===== src/rtl/rtg_pkg.sv =====
package rtg_pkg;
   localparam int HALF_W = 16;

   // byte offsets of the register set
   localparam int OFS_CTRL  = 'h00;
   localparam int OFS_SIZE  = 'h04;
   localparam int OFS_PORCH = 'h08;
   localparam int OFS_PULSE = 'h0C;
   localparam int OFS_SPAN  = 'h10;
   localparam int OFS_BASE  = 'h14;

   typedef struct packed {
      logic [HALF_W-1:0] v;
      logic [HALF_W-1:0] h;
   } axis_pair_t;

   typedef struct packed {
      axis_pair_t size;   // visible minus one
      axis_pair_t porch;  // front porch
      axis_pair_t pulse;  // sync width
      axis_pair_t span;   // total minus one
   } scan_cfg_t;
endpackage


===== src/rtl/rtg_regs.sv =====
module rtg_regs
   import rtg_pkg::*;
#(
   parameter int ADDR_W = 8
) (
   input  logic              clk,
   input  logic              rst_n,
   input  logic              bus_wr,
   input  logic [ADDR_W-1:0] bus_addr,
   input  logic [31:0]       bus_wdata,
   output logic [31:0]       bus_rdata,
   input  logic              frame_end,
   output logic              ctl_en,
   output logic [1:0]        clk_sel,
   output logic [1:0]        pix_fmt,
   output logic [31:0]       fb_base,
   output scan_cfg_t         work_cfg
);
   localparam logic [ADDR_W-1:0] A_CTRL  = ADDR_W'(OFS_CTRL);
   localparam logic [ADDR_W-1:0] A_SIZE  = ADDR_W'(OFS_SIZE);
   localparam logic [ADDR_W-1:0] A_PORCH = ADDR_W'(OFS_PORCH);
   localparam logic [ADDR_W-1:0] A_PULSE = ADDR_W'(OFS_PULSE);
   localparam logic [ADDR_W-1:0] A_SPAN  = ADDR_W'(OFS_SPAN);
   localparam logic [ADDR_W-1:0] A_BASE  = ADDR_W'(OFS_BASE);

   scan_cfg_t   live_cfg;
   logic [29:0] base_word;

   always_ff @(posedge clk or negedge rst_n) begin
      if (!rst_n) begin
         ctl_en    <= 1'b0;
         clk_sel   <= 2'd0;
         pix_fmt   <= 2'd0;
         base_word <= '0;
         live_cfg  <= '0;
      end else if (bus_wr) begin
         case (bus_addr)
            A_CTRL: begin
               ctl_en  <= bus_wdata[0];
               pix_fmt <= bus_wdata[5:4];
               clk_sel <= bus_wdata[7:6];
            end
            A_SIZE:  live_cfg.size  <= bus_wdata;
            A_PORCH: live_cfg.porch <= bus_wdata;
            A_PULSE: live_cfg.pulse <= bus_wdata;
            A_SPAN:  live_cfg.span  <= bus_wdata;
            A_BASE:  base_word      <= bus_wdata[31:2];
            default: ;
         endcase
      end
   end

   // working copy: follows the live set while idle, frozen across a frame
   always_ff @(posedge clk or negedge rst_n) begin
      if (!rst_n)
         work_cfg <= '0;
      else if (!ctl_en || frame_end)
         work_cfg <= live_cfg;
   end

   assign fb_base = {base_word, 2'b00};

   always_comb begin
      case (bus_addr)
         A_CTRL:  bus_rdata = {24'd0, clk_sel, pix_fmt, 3'd0, ctl_en};
         A_SIZE:  bus_rdata = live_cfg.size;
         A_PORCH: bus_rdata = live_cfg.porch;
         A_PULSE: bus_rdata = live_cfg.pulse;
         A_SPAN:  bus_rdata = live_cfg.span;
         A_BASE:  bus_rdata = fb_base;
         default: bus_rdata = 32'd0;
      endcase
   end
endmodule


===== src/rtl/rtg_axis_cnt.sv =====
module rtg_axis_cnt #(
   parameter int W = 16
) (
   input  logic         clk,
   input  logic         rst_n,
   input  logic         run,
   input  logic         step,
   input  logic [W-1:0] limit,
   output logic [W-1:0] count,
   output logic         at_end
);
   assign at_end = (count >= limit);

   always_ff @(posedge clk or negedge rst_n) begin
      if (!rst_n)
         count <= '0;
      else if (!run)
         count <= '0;
      else if (step)
         count <= at_end ? '0 : count + W'(1);
   end
endmodule


===== src/rtl/rtg_window.sv =====
module rtg_window #(
   parameter int W = 16
) (
   input  logic [W-1:0] count,
   input  logic [W-1:0] act_last,
   input  logic [W-1:0] porch,
   input  logic [W-1:0] width,
   output logic         in_active,
   output logic         in_sync
);
   localparam int SW = W + 2;

   logic [SW-1:0] pos;
   logic [SW-1:0] sync_lo;
   logic [SW-1:0] sync_hi;

   assign pos       = SW'(count);
   assign sync_lo   = SW'(act_last) + SW'(porch) + SW'(1);
   assign sync_hi   = sync_lo + SW'(width);
   assign in_active = (count <= act_last);
   assign in_sync   = (pos >= sync_lo) && (pos < sync_hi);
endmodule


===== src/rtl/raster_timing_gen.sv =====
module raster_timing_gen
   import rtg_pkg::*;
#(
   parameter int ADDR_W = 8,
   parameter int CNT_W  = 16
) (
   input  logic              clk,
   input  logic              rst_n,
   input  logic              bus_wr,
   input  logic [ADDR_W-1:0] bus_addr,
   input  logic [31:0]       bus_wdata,
   output logic [31:0]       bus_rdata,
   output logic              hsync_n,
   output logic              vsync_n,
   output logic              de,
   output logic [CNT_W-1:0]  pix_x,
   output logic [CNT_W-1:0]  pix_y,
   output logic [1:0]        clk_sel,
   output logic [1:0]        pix_fmt,
   output logic [31:0]       fb_base
);
   localparam int N_AXIS = 2;

   if (CNT_W < 2 || CNT_W > HALF_W) begin : g_bad_cnt_w
      $error("raster_timing_gen: CNT_W must lie in 2..16");
   end
   if (ADDR_W < 5) begin : g_bad_addr_w
      $error("raster_timing_gen: ADDR_W too small for the register set");
   end

   function automatic logic [CNT_W-1:0] pick(input axis_pair_t p, input int ax);
      return (ax == 0) ? p.h[CNT_W-1:0] : p.v[CNT_W-1:0];
   endfunction

   logic             ctl_en;
   logic             frame_end;
   scan_cfg_t        shd;
   logic [CNT_W-1:0] cnt     [N_AXIS];
   logic [N_AXIS-1:0] wrap;
   logic [N_AXIS-1:0] step;
   logic [N_AXIS-1:0] in_act;
   logic [N_AXIS-1:0] in_sync;

   rtg_regs #(.ADDR_W(ADDR_W)) u_regs (
      .clk       (clk),
      .rst_n     (rst_n),
      .bus_wr    (bus_wr),
      .bus_addr  (bus_addr),
      .bus_wdata (bus_wdata),
      .bus_rdata (bus_rdata),
      .frame_end (frame_end),
      .ctl_en    (ctl_en),
      .clk_sel   (clk_sel),
      .pix_fmt   (pix_fmt),
      .fb_base   (fb_base),
      .work_cfg  (shd)
   );

   for (genvar a = 0; a < N_AXIS; a++) begin : g_axis
      if (a == 0) begin : g_pixel
         assign step[a] = 1'b1;
      end else begin : g_line
         assign step[a] = wrap[a-1];
      end

      rtg_axis_cnt #(.W(CNT_W)) u_cnt (
         .clk    (clk),
         .rst_n  (rst_n),
         .run    (ctl_en),
         .step   (step[a]),
         .limit  (pick(shd.span, a)),
         .count  (cnt[a]),
         .at_end (wrap[a])
      );

      rtg_window #(.W(CNT_W)) u_win (
         .count     (cnt[a]),
         .act_last  (pick(shd.size, a)),
         .porch     (pick(shd.porch, a)),
         .width     (pick(shd.pulse, a)),
         .in_active (in_act[a]),
         .in_sync   (in_sync[a])
      );
   end

   assign frame_end = ctl_en & (&wrap);
   assign pix_x     = cnt[0];
   assign pix_y     = cnt[1];
   assign de        = ctl_en & (&in_act);
   assign hsync_n   = ~(ctl_en & in_sync[0]);
   assign vsync_n   = ~(ctl_en & in_sync[1]);
endmodule


===== config.mk =====
export PLATFORM = sky130hd
export DESIGN_NAME = raster_timing_gen
export DESIGN_NICKNAME = d
export VERILOG_FILES = /design/src/rtl/rtg_pkg.sv /design/src/rtl/rtg_regs.sv /design/src/rtl/rtg_axis_cnt.sv /design/src/rtl/rtg_window.sv /design/src/rtl/raster_timing_gen.sv
export SDC_FILE = /design/constraint.sdc
export NUM_CORES = 1
export LEC_CHECK = 0
export BUFFER_PORTS_ARGS = -buffer_cell sky130_fd_sc_hd__buf_2
export CORE_MARGIN = 1
export CORE_UTILIZATION = 40
export DETAILED_ROUTE_END_ITERATION = 7
export RECOVER_POWER = 25
export SYNTH_ARGS = -nofsm -noshare
export SYNTH_HDL_FRONTEND = slang
export SYNTH_HIERARCHICAL = 1
export SYNTH_SLANG_ARGS = --single-unit

===== constraint.sdc =====
create_clock -name clk -period 7.5 [get_ports clk]
set_input_delay 1.5 -clock clk [delete_from_list [all_inputs] [get_ports clk]]
set_output_delay 1.5 -clock clk [all_outputs]
set_load 0.01 [all_outputs]

== After elaboration in Yosys (flattened, before gate mapping) ==
Index checks and enable logic that the tools add are counted.

* Flip-flop bits (word level): 323
* ROM bits: 0
* Input port bits: 43
* Memories kept: 0
* Bits in latches: 0
* Output and inout bits: 103
* Word-level logic and storage cells: 69
* Memory bits (writable): 0

* $lt $le $gt $ge: 8
* Shift-type cells: 0
* Equal/unequal tests: 6
* Divide/modulo/power cells: 0
* $add $sub $neg: 8
* Mux-type cells: 6
* Multipliers: 0
* Bitwise gates (word level): 6
* Reductions and logical operators: 13

{| class="wikitable"
|+ Operators with widths
! cell !! number
|-
| $pmux W32 S6 || 1
|-
| $mux W16 || 5
|-
| $add A18 B1 Y18 const B || 2
|-
| $add A18 B16 Y18 || 2
|-
| $ge A16 B18 Y1 || 2
|-
| $lt A16 B18 Y1 || 2
|-
| $add A16 B16 Y17 || 2
|-
| $add A16 B1 Y16 const B || 2
|-
| $ge A16 B16 Y1 || 2
|-
| $le A16 B16 Y1 || 2
|-
| $eq A8 B4 Y1 const B || 2
|-
| $eq A8 B5 Y1 const B || 2
|-
| $reduce_and A2 Y1 || 8
|-
| $eq A8 B3 Y1 const B || 1
|-
| $logic_not A8 Y1 || 1
|-
| $and A1 B1 Y1 || 4
|-
| $logic_and A1 B1 Y1 || 2
|-
| $ne A2 B1 Y1 const B || 1
|-
| $not A1 Y1 || 2
|-
| $logic_not A1 Y1 || 1
|-
| $logic_or A1 B1 Y1 || 1
|}

== Longest topological paths before layout ==
Gate-level depths: netlist of run 1.

* Word-level depth: 7
* Mapped depth: 25
* Mapped depth without buffers: 25

== Cells and area by module ==
Netlist of run 1, hierarchy kept.

{| class="wikitable"
|+ By module, submodules not included
! module !! times used !! area an instance (um^2) !! cells an instance !! sequential area each (um^2)
|-
| rtg_regs || 1 || 12195.4 || 787 || 7282.0
|-
| rtg_window (g_axis[1].u_win) || 1 || 2736.4 || 378 || 0.0
|-
| rtg_window (g_axis[0].u_win) || 1 || 2645.0 || 339 || 0.0
|-
| rtg_axis_cnt (g_axis[1].u_cnt) || 1 || 1397.6 || 160 || 400.4
|-
| rtg_axis_cnt (g_axis[0].u_cnt) || 1 || 1296.2 || 148 || 400.4
|-
| raster_timing_gen || 1 || 23.8 || 5 || 0.0
|}

== Worst setup path after synthesis of run 1 ==
OpenSTA, ideal clock, no wires.

* Path type: register to output
* From: register u_regs/work_cfg[112] (netlist bit)
* To: output port vsync_n
* Data required time: 6.000 ns
* Stages on the path, launching flop included: 25
* Setup slack: 1.364 ns
* Buffers on the path: 0
* Arrival: 4.636 ns
* Path through: dfrtp_1 > inv_1 > ha_1 > inv_1 > fa_1 > a211oi_1 > o311a_1 > nor2_1 > o21a_1 > o21ai_0 > a21oi_1 > ha_1 > a21oi_1 > inv_1 > a2111oi_0 > o21bai_1 > a21oi_1 > xnor2_1 > ha_1 > a21oi_1 > o21ai_0 > a2111oi_0 > a21oi_1 > a211oi_1 > nand2_1

* Longest elaborated chain between the ends: 7
* Elaborated cells between the ends (all ways): 8
* Those cells by class: add/sub (3); order compare (2); bitwise (2); reduce/logical (1)

{| class="wikitable"
|+ Ends and longest elaborated chain
! item !! line !! text
|-
| from (decl) || rtg_regs.sv:17 || <nowiki>output scan_cfg_t work_cfg</nowiki>
|-
| from (signal assigned) || rtg_regs.sv:58 || <nowiki>work_cfg <= live_cfg;</nowiki>
|-
| $add A16 B16 Y17 * || rtg_window.sv:18 || <nowiki>assign sync_lo = SW'(act_last) + SW'(porch) + SW'(1);</nowiki>
|-
| $add A18 B1 Y18 * || rtg_window.sv:18 ||
|-
| $add A18 B16 Y18 || rtg_window.sv:19 || <nowiki>assign sync_hi = sync_lo + SW'(width);</nowiki>
|-
| $lt A16 B18 Y1 || rtg_window.sv:21 || <nowiki>assign in_sync = (pos >= sync_lo) && (pos < sync_hi);</nowiki>
|-
| $logic_and A1 B1 Y1 * || rtg_window.sv:21 ||
|-
| net in_sync[1] || raster_timing_gen.sv:42 || <nowiki>logic [N_AXIS-1:0] in_sync;</nowiki>
|-
| $and A1 B1 Y1 * || raster_timing_gen.sv:91 || <nowiki>assign vsync_n = ~(ctl_en & in_sync[1]);</nowiki>
|-
| $not A1 Y1 * || raster_timing_gen.sv:91 ||
|-
| to (decl) || raster_timing_gen.sv:14 || <nowiki>output logic vsync_n,</nowiki>
|}

Mark *: on every way through the listed nets, which the timed path passes. The rest lies on a longest branch.

== Worst setup path in the final report of run 1 ==
Ends and elaborated chain as after synthesis.

==> results of run 1 <==
cell usage in the layout, fill, tap and decap left out, drive strengths merged, types with 6 or more instances in the layout:
| cell | synthesis | routed |
|---|---|---|
| a211oi | 6 | 6 |
| a21o | 55 | 55 |
| a21oi | 76 | 76 |
| a221o | 19 | 19 |
| a22oi | 13 | 13 |
| a31oi | 15 | 15 |
| and2 | 7 | 7 |
| and3 | 20 | 20 |
| and4 | 12 | 12 |
| buf | 25 | 159 |
| clkbuf | 33 | 52 |
| clkinv | 0 | 10 |
| conb | 2 | 8 |
| dfrtp | 323 | 323 |
| ha | 196 | 196 |
| inv | 130 | 131 |
| mux2 | 313 | 313 |
| mux2i | 34 | 34 |
| nand2 | 65 | 65 |
| nand2b | 16 | 16 |
| nand3 | 29 | 29 |
| nand4 | 22 | 22 |
| nor2 | 74 | 74 |
| nor2b | 21 | 21 |
| nor3 | 24 | 24 |
| nor3b | 11 | 11 |
| nor4 | 11 | 11 |
| o211ai | 10 | 10 |
| o21a | 17 | 17 |
| o21ai | 72 | 72 |
| o21bai | 8 | 8 |
| o22ai | 12 | 12 |
| or3 | 9 | 9 |
| or4 | 7 | 7 |
| xnor2 | 29 | 29 |
| xor2 | 23 | 23 |
timing repair:
item,4_1_cts,5_1_grt
setup endpoints to repair,1,2
setup buffers,0,1
resized for setup,1,6
pin swaps,0,2
per-layer routing:
layer  vias to the layer above  GRT usage (%)
met4                         2           5.54
met3                        59           2.88
met1                      7527           33.1
met2                       341           34.4
li1                       6965              -
met5                         -              0
power by group:
part,total [W],internal [W],switching (W)
combinational,0.000660,0.000278,0.000382
clock,0.00183,0.00108,0.000753
sequential,0.00189,0.00182,0.0000678
registers in the layout, indices dropped and copies added, names as in the netlist:
signal,cells
g_axis.u_cnt/count,32
u_regs/base_word,30
u_regs/clk_sel,2
u_regs/ctl_en,1
u_regs/live_cfg,128
u_regs/pix_fmt,2
u_regs/work_cfg,128
worst register-to-register path: stages, from the launching register on:
cell and delay, ns:
dfrtp_1 0.66, ha_1 0.36, a211oi_2 0.21, o21ai_1 0.14, a41oi_2 0.43, o211ai_1 0.41
buf_4 0.31, and3_1 0.20, nor2b_4 0.75, buf_4 0.71, mux2_2 0.46
stage by stage:
| stage | total power (W) | hold slack, ns | std cells | utilization [%] | setup slack [ns] |
|---|---|---|---|---|---|
| after floorplan | 0.00235 | 0.479 | 1823 | - | 1.36 |
| after global placement | 0.00256 | 0.490 | 2596 | 43.4 | 0.693 |
| after detailed placement | 0.00258 | 0.494 | 2596 | 43.4 | 0.516 |
| after CTS | 0.00444 | 0.507 | 2661 | 45.9 | 0.0404 |
| after global routing | 0.00459 | 0.522 | 2663 | 45.9 | 0.0385 |
| final | 0.00438 | 0.503 | 2664 | 45.9 | 0.445 |
cells by family after synthesis:
logic type | share of synthesized area (%)
XOR/XNOR | 2.24
other | 0.0370
flip-flops | 39.8
AND/OR/NAND/NOR | 9.37
AO/OA/AOI/OAI | 12.5
adder cells (fa/ha/maj) | 12.5
buffers and inverters | 3.83
multiplexers | 19.7
worst paths after layout:
check | startpoint | end | slack, ns | depth (start not counted)
max | u_regs/work_cfg[112] | vsync_n | 0.45 | 25
max reg2reg | g_axis[0].u_cnt/count[2] | u_regs/work_cfg[99] | 2.73 | 10
min | u_regs/work_cfg[29] | u_regs/work_cfg[29] | 0.50 | 1
min reg2reg | u_regs/work_cfg[29] | u_regs/work_cfg[29] | 0.50 | 1
max in group asynchronous | rst_n | u_regs/work_cfg[92] | 1.21 | 2
min in group asynchronous | rst_n | u_regs/live_cfg[43] | 2.89 | 1
final cells by class:
type	instances	area (um2)	area share [%]
antenna	2	5.00	0.0218
clock buffer	51	1080	4.70
clock inverter	14	141	0.615
inverter	130	488	2.12
multi-input combinational	1312	11500	50.0
sequential	323	8080	35.2
tap	672	841	3.66
timing repair buffer	160	848	3.69
==> summary.txt, run 1 <==
CTS Sinks: 323
GRT Overall Usage: 22.4%
core area: 0.0501 mm2
Synth Flop Type: dfrtp_1
Post-Syn Area per Cell: 11.2 um2
FFs w/ async S/R, synth: 100%
routed length on met3: 2.47 mm
max cap viols: 1
Die ar.: 0.0516 mm2
share of layout cells above drive strength 1: 29.1%
Root Buffer: clkbuf_16
vias per cell: 5.59
Wirelength per Cell: 21.3 um
endpoints failing setup: 0
clock slew at reported path FFs: 0.06 ns
Skew-Pair Late Insertion Delay: 0.56 ns
Finished Cell Area: 0.0230 mm2
most used cell, CP: a21oi_1
Hold Vio Cnt, Final: 0
synth warn: 6
Power Dens Cells: 191 mW/mm2
Cell variety after synth: 97
pin count of the biggest net entering global routing: 156
cell with the most instances after synthesis: dfrtp_1
H-tree levels: 2
ANT nets after route: 0
initial antenna violation count: 2
maximum clock rate: 0.142 GHz
vias in the first global route: 14,900
met2 wire length: 25.1 mm
DRT iter0 DRCs: 904
Initial Utilization: 40.5%
FF+latch count, synth: 323
WP data required: 6.00 ns
most frequent cells after synthesis: 323 x dfrtp_1, 281 x mux2_2, 196 x ha_1
CP Capture Type: output pin
first-pass GRT wire length: 88.3 mm
vias: 14,900
min cycle time layout: 7.05 ns
Buf/Inv on CP: 4
Pleak: 11.8 nW
crit path kind: flip-flop to output pin
fin. max-slew vios: 98
Max VDD drop: 0.147 mV
status: complete, but fails checks
highest-delay cell along the critical path: fa_1
WL final: 56.8 mm
CP max FO: 3
mapped cell area: 0.0203 mm2
Max stage delay on crit path: 0.43 ns
PortBufs: 143
Nets: 2,208
sequential element share of the synthesized area: 39.8%
grt ovf: 0
Final period util: 94.1%
Slew HR: -258%
worst min path class: flip-flop to flip-flop
Crit path max-delay family: compound AO/OA/AOI/OAI gates
placed cell area: 0.0217 mm2
EDFF count, synth: 0
Arr. time, crit path: 5.55 ns
Die X: 227 um
Fill cells: 4,759
CTS Buf Count: 38
Clock Skews: 0.0338 ns
Post-Syn Instances: 1,817
post-synth top area share: 39.8%
gpl congestion: 0.905
DRT met1 WL: 28.1 mm
setup TNS: 0 ns
top sig layer: met5
failing checks: capacitance limit, slew limit
CTS tree: yes
Ports: 146
area delta synth->final: 13.3%
top cells by area, synth: dfrtp_1 40%, mux2_2 16%, ha_1 12%
area leader, netlist: dfrtp_1
DRC: 0
# hold bufs at CTS: 0
RSZ-0062 raised after global routing: false
Rows: 82
Setup crit start kind: flip-flop
HPWL after DPL: 41.2 mm
Die H: 227 um
Pre-antenna DRT Iters: 5
Clock Path Buffers: 3
Worst-Margin Slew: 5.37 ns
No activity file was read; power rests on OpenSTA's default activity.
==> inputs of run 2 (changes only) <==
CORE_ASPECT_RATIO = 2   (was default)
PLACE_DENSITY_LB_ADDON = 0.3   (was default)
==> run 2 against run 1 <==
- the run still ends with capacitance limit, slew limit left
- count of clock-buffer cells in the layout down 11
- clock skew shrank 0.0061 ns
- worst setup slack got worse by 0.10 ns
- register-to-register slack gained 0.26 ns
- non-clock buffer count increased by 3
- critical path depth unchanged
- core utilization shrank 0.47 points
- critical path type unchanged
==> summary.txt, run 2 (same netlist as run 1, synthesis figures left out) <==
status: complete, but fails checks
failing checks: capacitance limit, slew limit
Rows: 116
Clock Skews: 0.0277 ns
first-pass GRT wire length: 94.7 mm
Crit path max-delay family: compound AO/OA/AOI/OAI gates
DRT iter0 DRCs: 738
CP max FO: 3
area delta synth->final: 12.2%
most used cell, CP: a21o_1
worst min path class: flip-flop to flip-flop
Post-CTS Setup Inserts: 0
Wirelength per Cell: 23.6 um
Buf/Inv on CP: 3
Die H: 321 um
Max VDD drop: 0.157 mV
H-tree levels: 1
Skew-Pair Late Insertion Delay: 0.58 ns
vias: 15,100
fin. max-slew vios: 70
ANT nets after route: 0
Ports: 146
Setup WS pre-CTS: 0.526 ns
Power Dens Cells: 180 mW/mm2
Pleak: 11.7 nW
Slew HR: -183%
Die ar.: 0.0517 mm2
Die X: 161 um
RSZ-0062 raised after global routing: false
grt ovf: 0
Arr. time, crit path: 5.65 ns
most frequent cells in the layout: 323 x dfrtp_1, 281 x mux2_2, 196 x ha_1, 141 x buf_2, 130 x inv_1
setup TNS: 0 ns
WL final: 62.1 mm
Finished Cell Area: 0.0228 mm2
vias in the first global route: 15,800
WP data required: 6.00 ns
placed cell area: 0.0217 mm2
GRT Overall Usage: 24.3%
pin count of the biggest net entering global routing: 175
CTS Sinks: 323
Setup crit start kind: flip-flop
Final period util: 95.4%
PortBufs: 143
crit path kind: flip-flop to output pin
DRC: 0
Hold Worst Slack: 0.506 ns
CP Capture Type: output pin
biggest regs: u_regs/live_cfg: 128 flops, u_regs/work_cfg: 128 flops, g_axis.u_cnt/count: 32 flops
Pre-antenna DRT Iters: 5
most common cell after layout, fill and taps aside: dfrtp_1
core area: 0.0501 mm2
Post-Layout Cell Count: 2,630
Placed Cells: 2,577
gpl congestion: 0.987
Clock Path Buffers: 3
Hold Vio Cnt, Final: 0
maximum clock rate: 0.140 GHz
HPWL after DPL: 47.3 mm
max cap viols: 1
Root Buffer: clkbuf_16
vias per cell: 5.73
CTS tree: yes
Initial Utilization: 40.5%
min cycle time layout: 7.15 ns
share of layout cells above drive strength 1: 29.1%
endpoints failing setup: 0
final worst setup slack: 0.345 ns
Worst-Margin Slew: 4.24 ns
highest-delay cell along the critical path: dfrtp_1
clock slew at reported path FFs: 0.07 ns
CTS Buf Count: 30
Max stage delay on crit path: 0.40 ns
Nets: 2,203
initial antenna violation count: 1
==> run 2: metrics by stage <==
| step | power, W | util [%] |
|---|---|---|
| final | 0.00410 | 45.5 |
| after CTS | 0.00414 | 45.4 |
| after global routing | 0.00428 | 45.5 |
| after detailed placement | 0.00260 | 43.4 |
| after global placement | 0.00258 | 43.4 |
| after floorplan | 0.00235 | - |
==> run 2: path summary, 6_finish.rpt <==
kind	slack (ns)	startpoint	cells after the start	to
max in group asynchronous	2.36	rst_n	2	u_regs/work_cfg[98]
max reg2reg	2.99	g_axis[1].u_cnt/count[7]	9	u_regs/work_cfg[54]
min	0.51	u_regs/work_cfg[64]	1	u_regs/work_cfg[64]
min in group asynchronous	2.41	rst_n	1	g_axis[1].u_cnt/count[4]
min reg2reg	0.51	u_regs/work_cfg[64]	1	u_regs/work_cfg[64]
max	0.35	u_regs/work_cfg[96]	25	hsync_n
==> run 2: area by class of cell <==
cell class / count / area (um2)
Timing Repair Buffer: 163 / 880
Multi-Input combinational cell: 1312 / 11500
Fill cell: 4653 / 27300
Antenna cell: 1 / 2.50
Clock buffer: 40 / 848
Tap cell: 649 / 812
Inverter: 130 / 488
Clock inverter: 12 / 119
Sequential cell: 323 / 8080
==> run 2: worst reg2reg max path: cells and delay by family (launching register included) <==
kind	cells	cell delay (ns)
AOI/OAI and AO/OA	3	1.33
adders and majority gates	1	0.38
buffers and inverters	1	0.83
DFF	1	0.69
muxes	1	0.50
and+or+nand+nor	3	0.68
==> run 2: repair_timing <==
item / 4_1_cts / 5_1_grt
setup endpoints to repair: 1 / 2
hold buffers: 0 / 0
resized for setup: 1 / 11
pin swaps: 0 / 3
==> run 2: per-layer routing <==
layer | global-route usage (%) | part of all wire [%] | up-vias
li1 | - | - | 6954
met1 | 24.6 | 35 | 7595
met2 | 46.2 | 54 | 385
met3 | 2.69 | 3.7 | 145
met4 | 16.1 | 7.5 | 0
met5 | 0 | 0 | -
==> run 2: power breakdown <==
group	leakage [nW]	internal (W)	switching (W)	total, W
Clock	0.480	0.000832	0.000689	0.00152
Combinational	6.81	0.000280	0.000402	0.000682
Sequential	4.46	0.00182	0.0000726	0.00189
Total	11.7	0.00293	0.00116	0.00410
==> inputs of run 3 (changes only) <==
RECOVER_POWER = default   (was 25)
==> run 3 against run 2 <==
- highest routed layer unchanged
- sequential cell count stayed put
- sequential power hardly changed
- worst setup slack better by 0.0035 ns
- critical path type unchanged
- die area stayed put
- register-to-register slack hardly changed
- the flow now finishes without violations
- sequential share of layout area hardly changed
- clock skew is 0.0045 ns higher
- largest cell class unchanged
- count of clock-buffer cells in the layout stayed put
- clock power hardly changed
- routed wire length is 0.10% lower
- cell count stayed put
==> summary.txt, run 3 (same netlist as run 1, synthesis figures left out) <==
Initial Utilization: 40.5%
Skew-Pair Late Insertion Delay: 0.59 ns
Pleak: 11.8 nW
Post-CTS Setup Inserts: 0
Reg2Reg Depth: 9
GRT Overall Usage: 24.3%
Max VDD drop: 0.158 mV
min cycle time layout: 7.15 ns
H-tree levels: 1
maximum clock rate: 0.140 GHz
CTS Buf Count: 30
clock slew at reported path FFs: 0.07 ns
status: finished, final reports clean
Die ar.: 0.0517 mm2
Final period util: 95.4%
CTS Sinks: 323
Nets: 2,203
Hold Path Depth: 1
vias: 15,100
final worst setup slack: 0.349 ns
pin count of the biggest net entering global routing: 175
endpoints failing setup: 0
worst min path class: flip-flop to flip-flop
CTS tree: yes
WP data required: 6.00 ns
most frequent cells in the layout: 323 x dfrtp_1, 281 x mux2_2, 196 x ha_1, 141 x buf_2, 130 x inv_1
first-pass GRT wire length: 94.7 mm
Hold Vio Cnt, Final: 0
Fill cells: 4,651
biggest regs: u_regs/live_cfg: 128 flops, u_regs/work_cfg: 128 flops, g_axis.u_cnt/count: 32 flops
share of layout cells above drive strength 1: 29.1%
DRT iter0 DRCs: 775
Die X: 161 um
Arr. time, crit path: 5.65 ns
most common cell after layout, fill and taps aside: dfrtp_1
RSZ-0062 raised after global routing: false
Root Buffer: clkbuf_16
crit path kind: flip-flop to output pin
vias per cell: 5.74
DRC: 0
WL final: 62.0 mm
Clock Skews: 0.0322 ns
PortBufs: 143
register area: 0.00808 mm2
Worst-Margin Slew: 1.36 ns
CP max FO: 3
fin. max-slew vios: 0
area delta synth->final: 12.2%
vias in the first global route: 15,800
placed cell area: 0.0217 mm2
Ports: 146
Clock Path Buffers: 3
Power Dens Cells: 180 mW/mm2
Post-Route Utilization: 45.5%
Setup WS pre-CTS: 0.526 ns
CP Capture Type: output pin
core area: 0.0501 mm2
Rows: 116
Finished Cell Area: 0.0228 mm2
Pre-antenna DRT Iters: 7
setup TNS: 0 ns
HPWL after DPL: 47.3 mm
max cap viols: 0
Die H: 321 um
grt ovf: 0
Slew HR: 8.40%
multi-input combinational cell area: 0.0115 mm2
gpl congestion: 0.987
Setup crit start kind: flip-flop
ANT nets after route: 0
Wirelength per Cell: 23.6 um
initial antenna violation count: 1
==> run 3: changes by cell type in the layout (fill, tap and decap cells not counted) <==
cell      before  now
buf_8          0    1
clkbuf_1       5    4
==> run 3: per-layer routing <==
layer / GRT usage (%) / up-vias / share of wire, %
li1: - / 6967 / -
met1: 24.6 / 7563 / 35
met4: 16.1 / 0 / 7.3
met3: 2.69 / 143 / 3.9
met2: 46.2 / 411 / 54
met5: 0 / - / 0
==> run 3: metrics by stage <==
step	total power [W]	hold slack, ns	std cells
global route	0.00428	0.520	2630
floorplan	0.00235	0.479	1823
global placement	0.00258	0.490	2577
finish	0.00410	0.506	2630
detailed placement	0.00260	0.494	2577
CTS	0.00414	0.511	2629
==> run 3: final cells by class <==
| type | count | area share [%] |
|---|---|---|
| clock buffers | 40 | 3.73 |
| multi-input cells | 1312 | 50.6 |
| flip-flops and latches | 323 | 35.5 |
| diodes | 1 | 0.0110 |
| well taps | 649 | 3.57 |
| repair buffers | 163 | 3.91 |
| clock inverters | 12 | 0.522 |
| inverters | 130 | 2.14 |
==> run 3: critical path, cell delays in order, from the launching register on <==
cell and delay (ns):
dfrtp_1 0.40, inv_1 0.07, ha_1 0.16, inv_1 0.05, fa_1 0.40, a21o_1 0.21, a21oi_2 0.22, o21ai_1 0.13
a31o_2 0.28, a31o_2 0.26, xor2_2 0.16, ha_1 0.34, a21oi_1 0.21, nor2b_1 0.21, a31oi_1 0.16, xnor2_1 0.17
ha_1 0.29, a21o_1 0.16, a21o_1 0.17, a21o_1 0.17, a21oi_1 0.14, a2bb2oi_1 0.16, o21ai_0 0.15, a21oi_1 0.18
nand2_1 0.05, buf_2 0.15
==> run 3: path summary, 6_finish.rpt <==
| path | from | endpoint | slack [ns] |
|---|---|---|---|
| max in group asynchronous | rst_n | u_regs/work_cfg[98] | 5.09 |
| min in group asynchronous | rst_n | g_axis[1].u_cnt/count[5] | 0.87 |
| min reg2reg | u_regs/work_cfg[64] | u_regs/work_cfg[64] | 0.51 |
| min | u_regs/work_cfg[64] | u_regs/work_cfg[64] | 0.51 |
| max reg2reg | g_axis[1].u_cnt/count[7] | u_regs/work_cfg[54] | 3.00 |
| max | u_regs/work_cfg[96] | hsync_n | 0.35 |
==> run 3: power by group <==
group | internal [W] | switching [W]
Combinational | 0.000280 | 0.000401
Clock | 0.000832 | 0.000694
Sequential | 0.00182 | 0.0000726
Total | 0.00293 | 0.00117
==> run 3: timing repair <==
action	CTS	global route
pin swaps	0	3
hold buffers	0	0
cloned	0	0
endpoints found under the setup margin	1	2
gates resized for setup	1	11
